===== src/rtl/bus_timing_pkg.sv =====
package bus_timing_pkg;

   typedef enum logic {
      CYC_READ    = 1'b0,
      CYC_OUTEXEC = 1'b1
   } cyc_kind_e;

   // phase index of (period, half)
   function automatic int phase_of(input int per, input int half, input int phases);
      return (2 * per + half) % phases;
   endfunction

endpackage


===== src/rtl/btp_phase_ctr.sv =====
module btp_phase_ctr #(
   parameter int PHASES = 16,
   localparam int PW = $clog2(PHASES)
) (
   input  logic          clk,
   input  logic          rst,
   output logic [PW-1:0] ph,
   output logic [PW-1:0] ph_nxt,
   output logic          wrap_nxt
);
   localparam logic [PW-1:0] LAST_PH = PW'(PHASES - 1);

   if (PHASES < 4 || (PHASES & (PHASES - 1)) != 0) begin : g_bad_phases
      $error("btp_phase_ctr: PHASES must be a power of two >= 4");
   end

   always_comb begin
      if (rst || ph == LAST_PH) ph_nxt = '0;
      else                      ph_nxt = ph + 1'b1;
   end

   assign wrap_nxt = (ph_nxt == '0);

   always_ff @(posedge clk) begin
      ph <= ph_nxt;
   end

   a_r1_phase_step: assert property (@(posedge clk) disable iff (rst)
      (ph != LAST_PH) |=> (ph == $past(ph) + 1'b1));
   a_r1_phase_wrap: assert property (@(posedge clk) disable iff (rst)
      (ph == LAST_PH) |=> (ph == '0));

endmodule


===== src/rtl/btp_window.sv =====
module btp_window #(
   parameter int PHASES = 16,
   parameter int FIRST  = 2,
   parameter int LEN    = 2,
   localparam int PW    = $clog2(PHASES),
   localparam int LAST  = (FIRST + LEN - 1) % PHASES
) (
   input  logic          clk,
   input  logic          rst,
   input  logic [PW-1:0] ph_nxt,
   output logic          q
);
   localparam logic [PW-1:0] F_PH = PW'(FIRST);
   localparam logic [PW-1:0] L_PH = PW'(LAST);

   logic hit;

   if (FIRST < 1 || FIRST >= PHASES) begin : g_bad_first
      $error("btp_window: FIRST out of range");
   end
   if (LEN < 1 || LEN >= PHASES) begin : g_bad_len
      $error("btp_window: LEN out of range");
   end

   if (FIRST <= LAST) begin : g_flat
      assign hit = (ph_nxt >= F_PH) && (ph_nxt <= L_PH);
   end else begin : g_wrap
      assign hit = (ph_nxt >= F_PH) || (ph_nxt <= L_PH);
   end

   always_ff @(posedge clk) begin
      if (rst) q <= 1'b0;
      else     q <= hit;
   end

   a_r9_len: assert property (@(posedge clk) disable iff (rst)
      $rose(q) |=> q);

endmodule


===== src/rtl/btp_rdstrobe.sv =====
module btp_rdstrobe
   import bus_timing_pkg::*;
#(
   parameter int PHASES   = 16,
   parameter int LOW_FROM = 3,
   localparam int PW      = $clog2(PHASES)
) (
   input  logic          clk,
   input  logic          rst,
   input  logic [PW-1:0] ph,
   input  logic [PW-1:0] ph_nxt,
   input  logic          wrap_nxt,
   input  logic          cyc_sel,
   output logic          rd_n
);
   localparam logic [PW-1:0] LOW_PH = PW'(LOW_FROM);

   cyc_kind_e kind_q, kind_nxt;

   if (LOW_FROM < 1 || LOW_FROM >= PHASES) begin : g_bad_low
      $error("btp_rdstrobe: LOW_FROM out of range");
   end

   always_comb begin
      if (rst)           kind_nxt = CYC_OUTEXEC;
      else if (wrap_nxt) kind_nxt = cyc_kind_e'(cyc_sel);
      else               kind_nxt = kind_q;
   end

   always_ff @(posedge clk) begin
      kind_q <= kind_nxt;
      if (rst)                       rd_n <= 1'b1;
      else if (kind_nxt == CYC_READ) rd_n <= 1'b0;
      else                           rd_n <= (ph_nxt < LOW_PH);
   end

   a_r4_read_low: assert property (@(posedge clk) disable iff (rst)
      (kind_q == CYC_READ) |-> !rd_n);
   a_r5_exec_high_early: assert property (@(posedge clk) disable iff (rst)
      (kind_q == CYC_OUTEXEC && ph < LOW_PH) |-> rd_n);
   a_r5_exec_fall: assert property (@(posedge clk) disable iff (rst)
      $fell(rd_n) |-> (ph == LOW_PH || ph == '0));
   a_r6_kind_hold: assert property (@(posedge clk) disable iff (rst)
      (ph != '0) |-> $stable(kind_q));

endmodule


===== src/rtl/bus_cycle_timer.sv =====
module bus_cycle_timer
   import bus_timing_pkg::*;
#(
   parameter int PERIODS       = 8,
   parameter int EARLY_PER     = 1,
   parameter int EARLY_HALF    = 0,
   parameter int EARLY_LEN     = 2,
   parameter int LATE_PER      = 6,
   parameter int LATE_HALF     = 1,
   parameter int LATE_LEN      = 2,
   parameter int RD_LOW_PER    = 1,
   parameter int RD_LOW_HALF   = 1,
   localparam int PHASES       = 2 * PERIODS,
   localparam int PW           = $clog2(PHASES)
) (
   input  logic          clk,
   input  logic          rst,
   input  logic          cyc_sel,
   output logic          tp_early,
   output logic          tp_late,
   output logic          rd_n,
   output logic [PW-1:0] phase,
   output logic          cyc_start
);
   localparam int EARLY_FIRST = phase_of(EARLY_PER, EARLY_HALF, PHASES);
   localparam int LATE_FIRST  = phase_of(LATE_PER, LATE_HALF, PHASES);
   localparam int RD_LOW_PH   = phase_of(RD_LOW_PER, RD_LOW_HALF, PHASES);
   localparam logic [PW-1:0] E0 = PW'(EARLY_FIRST);
   localparam logic [PW-1:0] L0 = PW'(LATE_FIRST);

   logic [PW-1:0] ph_nxt;
   logic          wrap_nxt;

   if (PERIODS < 2) begin : g_bad_periods
      $error("bus_cycle_timer: PERIODS must be at least 2");
   end
   if (EARLY_HALF > 1 || LATE_HALF > 1 || RD_LOW_HALF > 1) begin : g_bad_half
      $error("bus_cycle_timer: half index must be 0 or 1");
   end

   btp_phase_ctr #(.PHASES(PHASES)) u_ctr (
      .clk      (clk),
      .rst      (rst),
      .ph       (phase),
      .ph_nxt   (ph_nxt),
      .wrap_nxt (wrap_nxt)
   );

   btp_window #(.PHASES(PHASES), .FIRST(EARLY_FIRST), .LEN(EARLY_LEN)) u_early (
      .clk    (clk),
      .rst    (rst),
      .ph_nxt (ph_nxt),
      .q      (tp_early)
   );

   btp_window #(.PHASES(PHASES), .FIRST(LATE_FIRST), .LEN(LATE_LEN)) u_late (
      .clk    (clk),
      .rst    (rst),
      .ph_nxt (ph_nxt),
      .q      (tp_late)
   );

   btp_rdstrobe #(.PHASES(PHASES), .LOW_FROM(RD_LOW_PH)) u_rd (
      .clk      (clk),
      .rst      (rst),
      .ph       (phase),
      .ph_nxt   (ph_nxt),
      .wrap_nxt (wrap_nxt),
      .cyc_sel  (cyc_sel),
      .rd_n     (rd_n)
   );

   always_ff @(posedge clk) begin
      if (rst) cyc_start <= 1'b1;
      else     cyc_start <= wrap_nxt;
   end

   a_r7_start_phase: assert property (@(posedge clk) disable iff (rst)
      cyc_start |-> (phase == '0));
   a_r2_early_start: assert property (@(posedge clk) disable iff (rst)
      $rose(tp_early) |-> (phase == E0));
   a_r3_late_start: assert property (@(posedge clk) disable iff (rst)
      $rose(tp_late) |-> (phase == L0));
   a_r3_pulses_apart: assert property (@(posedge clk) disable iff (rst)
      !(tp_early && tp_late));
   a_r8_reset_state: assert property (@(posedge clk)
      $past(rst) |-> (phase == '0 && !tp_early && !tp_late && rd_n && cyc_start));

endmodule


===== config.mk =====
export PLATFORM = sky130hd
export DESIGN_NAME = bus_cycle_timer
export DESIGN_NICKNAME = d
export VERILOG_FILES = /design/src/rtl/bus_timing_pkg.sv /design/src/rtl/btp_phase_ctr.sv /design/src/rtl/btp_window.sv /design/src/rtl/btp_rdstrobe.sv /design/src/rtl/bus_cycle_timer.sv
export SDC_FILE = /design/constraint.sdc
export NUM_CORES = 1
export LEC_CHECK = 0
export ABC_AREA = 1
export BUFFER_PORTS_ARGS = -buffer_cell sky130_fd_sc_hd__clkbuf_2
export CAP_MARGIN = 25
export CORE_AREA = 10 10 47 49
export DETAILED_ROUTE_END_ITERATION = 12
export DIE_AREA = 0 0 57 59
export HOLD_SLACK_MARGIN = 0.06
export PLACE_DENSITY = 0.57
export SYNTH_ARGS = -nofsm -noshare
export SYNTH_HDL_FRONTEND = slang
export SYNTH_SLANG_ARGS = --single-unit

===== constraint.sdc =====
create_clock -name clk -period 1.3 [get_ports clk]
set_input_delay 0.26 -clock clk [delete_from_list [all_inputs] [get_ports clk]]
set_output_delay 0.26 -clock clk [all_outputs]
set_load 0.1 [all_outputs]

==> impl_results.md, run 1 <==
- DR DRC count: 0
- Global-route wire length before repair: 1540 um
- All-Layer GR Usage: around 5.9%
- Primary FF master, synth: dfxtp_1
- Synthesized flop and latch total: 9
- CP Launch Type: flop
- Post-synth EDFFs: 0
- Setup TNS: 0 ns
- Crit path DAT: between 1 and 1.5 ns
- Tmin final: around 1.3 ns
- Seq/Total Area, Yosys: about 47%
- Post-route ant nets: 0
- Synth Cell Area: 385 um2
- Max Slew Vio Count: 0
- Crit path required time: 1.45 ns
- Fraction of layout cells with a size suffix above 1: between 50 and 60%
- CTS root buffer: clkbuf_4
- Input/output buffers: 10
- Cell count after synthesis: between 40 and 50
- Top cells by count, synth: 9 x dfxtp_1, 7 x inv_1, 4 x nand2_1, 4 x nand2_2
- Chip height: a little under 60 um
- Area contributors post-synth: dfxtp_1 47%, nand3_2 7.8%, inv_1 6.8%, nand2_2 6.5%, nand3_4 4.5%
- Layout Cells excl Fill: slightly below 80
- Hold Fails Final Rpt: 0
- Drt first pass iters: 4
- Kind of critical path: flop to flop
- # rows: 14
- Synth Area per Inst: 9.18 um2
- Ant diodes: 0
- CP Capture Type: flop
- Number of hold buffers added after cts: 0
- Die X: 57 um
- Synth top area share: approximately 47%
- Core area: 1400 um2
- Crit-path max FO: 4
- H-tree depth: 1
- Ys async rst share: 0%
- CTS clk-pin slew, worst paths: 0.07 ns
- Initial antenna violation count: 0
- Hold WC Path Type: input port to flop
- Fin area: 684 um2
- Io pins: 11
- Vias per cell: 4.58
- Worst rel slew slack: between 80% and 90%
- Slew @ Worst Pin: ~0.25 ns
- DP Area: 626 um2
- MaxCap Viol Count: 0
- GPL Wtd Cong: between 0.7 and 0.8
- Sink Count: 9
- TritonCTS Buffers: 3
- Wirelength per Cell: 11.0 um
- Largest net degree at the start of global routing: 7
- Setup Viol. Count Final: 0
- RSZ-0062 raised after global routing: true
- Clk_skew: roughly 0.0088 ns
- TritonCTS clock tree: built
- Total die area: between 3000 and 4000 um2
- Outcome: finished, final reports clean
- Starting DRT DRC Count: 7
- Mapped Nets: 46
- Hpwl dp: 680 um
- Most frequent cell after synthesis: dfxtp_1
- Clk buf depth: 2
- Area delta synth->final: 77.6%
- Placed cell count: 71
- Post-Route WL: 848 um
- Final worst-path cycle share: between 90% and 100%
- Starting Density: 27.5%
- Vias after detailed routing: about 350
- Nets: 66
- Yosys top cell by area: dfxtp_1
- Synth warn: 0
- Fmax: 790 MHz
- Distinct cells, synth: 16
- Worst-Skew Late Latency: around 0.26 ns
- GRT overflow: 0
- Vias in the first global route: around 380
## placed cells by master (no fill, tap or decap)
cell / instances
nand3_2: 1
dfxtp_4: 4
nor4_1: 1
o211ai_2: 1
clkbuf_2: 2
nor3_2: 1
nand3_1: 3
nand2_1: 4
nand4_1: 2
ha_4: 1
nand2_2: 4
inv_1: 7
nand3_4: 3
dfxtp_1: 5
inv_2: 2
clkbuf_1: 1
or2_1: 1
nor2_2: 1
clkbuf_4: 3
buf_12: 8
buf_4: 5
a21oi_1: 1
## final cells by class
cell class / instances / area, um2
fill: 135 / 717
multi-input combinational: 24 / 201
timing repair buffer: 15 / 208
sequential: 9 / 195
tap: 16 / 20.0
inverter: 9 / 33.8
clock buffer: 4 / 26.3
## stage by stage
step                      setup slack (ns)  hold WS (ns)  utilization [%]
after floorplan                     -0.101         0.403                -
after global placement              0.0442         0.443             44.6
after detailed placement           0.00561         0.445             44.6
after CTS                           0.0105         0.260             47.1
after global routing               -0.0651         0.271             48.8
final                               0.0335         0.274             48.8
## registers in the layout (all words and copies together), names as in the netlist
name and count:
cyc_start 1, u_ctr.ph 4, u_early.q 1, u_late.q 1, u_rd.kind_q 1, u_rd.rd_n 1
## what timing repair did
item                       CTS  global route
setup endpoints to repair    1             2
pin swaps                    2             0
resized for setup            0             3
buffers inserted             1             1
## per-layer routing
layer / track usage [%] / vias to the layer above / wire [um]
met5: 0 / - / 0
li1: - / 173 / -
met3: 3.65 / 5 / 87
met1: 5.12 / 166 / 316
met4: 5.03 / 0 / 29
met2: 9.46 / 9 / 414
## kinds of logic after synthesis
group                      after synthesis  share of synthesized area (%)
adders and majority gates                1                           3.25
AOI/OAI and AO/OA                        2                           4.54
and+or+nand+nor                         21                           36.7
buffers and inverters                    9                           8.77
DFF                                      9                           46.8
## worst paths after layout
kind	from	endpoint	slack [ns]	cells past startpoint
max	u_ctr.ph[1]	u_rd.rd_n	0.03	8
min	rst	u_rd.kind_q	0.27	3
max reg2reg	u_ctr.ph[1]	u_rd.rd_n	0.03	8
min reg2reg	u_rd.kind_q	u_rd.kind_q	0.46	2
## worst max-delay path, cell delays in order, from the launching register on
cell	delay, ns
dfxtp_4	0.35
ha_4	0.16
or2_1	0.24
nand3_4	0.10
nand3_4	0.08
nand2_2	0.07
nand3_2	0.06
nand2_1	0.06
inv_1	0.03
Power of run 1 is left out: the tool's default activity adds up to more than one toggle a clock period on the data nets, which glitch-free logic cannot reach.
==> run 2, diff against run 1 <==
ABC_AREA = default   (was 1)
PLACE_DENSITY = 0.56   (was 0.57)
clock period = 1.5 ns   (was 1.3 ns; I/O delays follow)
==> run 2 against run 1 <==
Effect of this change:
- routed wire length up 3.7%
- clock-buffer cell count stayed put
- synthesized cell count fell by 4.8%
- maximum frequency is 8.7% lower
- clock skew rose by 0.0022 ns
- non-clock buffer count shrank 5
- cell count shrank 9.1%
- largest cell class is now multi-input gates
==> impl_results.md, run 2 <==
- Outcome: finished, final reports clean
- Crit path DAT: 1.52 ns
- All-Layer GR Usage: 5.93%
- Seq/Total Area, Yosys: a little under half
- Vias in the first global route: between 300 and 400
- Synthesized flop and latch total: 9
- Setup Fix Bufs, Post-CTS: 0
- Pwr/cell area: around 1400 nW/um2
- CP max-delay cell: dfxtp_4
- Primary FF master, synth: dfxtp_1
- Input/output buffers: 10
- CTS clk-pin slew, worst paths: roughly 0.070 ns
- Max Slew Vio Count: 0
- TritonCTS clock tree: built
- Hold WC Path Type: input port to flop
- Slew @ Worst Pin: 0.545 ns
- Fmax: 721 MHz
- Fin worst setup slack: ~0.11 ns
- Setup TNS: 0 ns
- Total die area: 3360 um2
- Hold Path Cell Cnt: 2
- Drt first pass iters: 3
- Vias after detailed routing: 339
- R2r startpoint: u_ctr.ph[0]
- Core area: roughly 1400 um2
- DP Worst Slack: approximately 0.12 ns
- Global-route wire length before repair: approximately 1500 um
- Hold path start: rst
- TritonCTS Buffers: 3
- MaxCap Viol Count: 0
- Final Power: just over 700 uW
- Worst r2r path cells: 4
- Chip height: slightly below 60 um
- Post-route ant nets: 0
- Synth top area share: between 40% and 50%
- GR Layer Usage met3: 2.15%
- WP buf/inv: 0
- Peak supply drop: around 0.0007 V
- # rows: 14
- CP Capture Type: flop
- Most frequent cells in the layout: 6 x clkbuf_2, 5 x dfxtp_1, 4 x buf_4
- H-tree depth: 1
- Worst rel slew slack: a little under two thirds
- GRT busiest layer: met2
- CTS root buffer: clkbuf_4
- RSZ-0062 raised after global routing: false
- Post-synth EDFFs: 0
- Crit-path max FO: 9
- Sink Count: 9
- WHS Endpoint: u_ctr.ph[3]
- Yosys top cell by area: dfxtp_1
- R2r setup slk: 0.11 ns
- CP Launch Type: flop
- Top cells by count, synth: 9 x dfxtp_1, 3 x a21oi_1, 3 x nand3_1
- Wirelength per Cell: ~13 um
- Number of hold buffers added after cts: 0
- Distinct cells, synth: 24
- Hold Fails Final Rpt: 0
- GPL Wtd Cong: between 0.7 and 0.8
- Synth warn: 0
- Clk buf depth: 2
- Kind of critical path: flop to flop
- Crit path required time: 1.64 ns
- Post-CTS Resized: 0
- Ys async rst share: 0%
- Ant diodes: 0
- Top reg by flops: u_ctr.ph
- Commonest non-fill, non-tap cell in the layout: clkbuf_2
- Synth Area per Inst: 9.85 um2
- Worst flop-to-flop path endpoint: u_rd.kind_q
- Post-Route WL: about 880 um
- Starting Density: roughly 28%
- Hpwl dp: about 660 um
- Initial antenna violation count: 0
- Leak pwr: about 0.00021 uW
- Crit-path cells: ha_4 -> and3b_1 -> a311oi_1 -> o211ai_1
- CP delay by family, top: compound AO/OA/AOI/OAI gates
- Vias per cell: between 4 and 5
- DR DRC count: 0
- Io pins: 11
- GRT overflow: 0
- Synth Cell Area: between 300 and 400 um2
- Fraction of layout cells with a size suffix above 1: between 30% and 40%
- Starting DRT DRC Count: 2
- Met1 Use GR: under 10%
- Min Hold Slack: ~0.28 ns
- Area contributors post-synth: dfxtp_1 46%, and3b_1 4.4%, a21oi_1 3.8%, nand3_1 3.8%, a211oi_2 3.2%
- Most frequent cell after synthesis: dfxtp_1
- Met2 GRT Util: under 10%
- Cell count after synthesis: 40
- Nets: between 50 and 60
- Clk_skew: between 0.01 and 0.015 ns
- Mapped Nets: 44
- Setup Viol. Count Final: 0
- Area delta synth->final: 32.7%
- Die X: 57 um
- Largest register FFs: 4
- CP max stage delay: between 0.3 and 0.4 ns
- Final worst-path cycle share: 92.4%
- Worst-Skew Late Latency: about 0.27 ns
- Largest net degree at the start of global routing: 10
- Tmin final: 1.39 ns
run 2: cell types whose count changed after synthesis, sizes merged, moves of 2 or more:
cell / delta
nand2: -8
inv: -7
nand3: -4
a21oi: +3
a211oi: +2
and2: +2
and3b: +2
nand4: -2
nor2b: +2
run 2: how the worst max path moves through the flow:
stage                      from     endpoint  slack, ns  cells past startpoint
detailed placement  u_ctr.ph[0]  u_rd.kind_q       0.12                      4
CTS                 u_ctr.ph[0]  u_rd.kind_q       0.11                      4
global placement    u_ctr.ph[0]  u_rd.kind_q       0.13                      4
global route        u_ctr.ph[0]    u_rd.rd_n     0.0007                      4
floorplan           u_ctr.ph[0]    u_rd.rd_n       0.05                      4
finish              u_ctr.ph[0]  u_rd.kind_q       0.11                      4
run 2: power by group:
group / switching, uW / internal, uW
Combinational: 182 / 54.9
Sequential: 19.2 / 263
Clock: 91.6 / 103
run 2: cells by family after synthesis:
group / synth area share [%]
flip-flops: 45.7
AO/OA/AOI/OAI: 21.0
AND/OR/NAND/NOR: 23.8
buffers and inverters: 1.91
adder cells (fa/ha/maj): 3.17
XOR/XNOR: 4.45
run 2: through the flow:
step	area, um2	cells	utilization [%]
2_1_floorplan	417	40	-
3_3_place_gp	497	66	35.4
3_5_place_dp	497	66	35.4
4_1_cts	523	70	37.3
5_1_grt	523	70	37.3
6_report	523	70	37.3
run 2: area by class of cell:
| type | instances | area (um2) |
|---|---|---|
| fill | 154 | 878 |
| multi-input combinational | 29 | 219 |
| tap | 16 | 20.0 |
| timing repair buffer | 10 | 60.1 |
| inverter | 2 | 7.51 |
| clock buffer | 4 | 26.3 |
| sequential | 9 | 190 |
run 2: layer usage:
metal	vias to the layer above	share of wire (%)
li1	178	-
met1	147	49
met2	9	41
met3	5	5.1
met4	0	4.8
met5	-	0
Note: power is estimated with default switching activity, not from simulation.
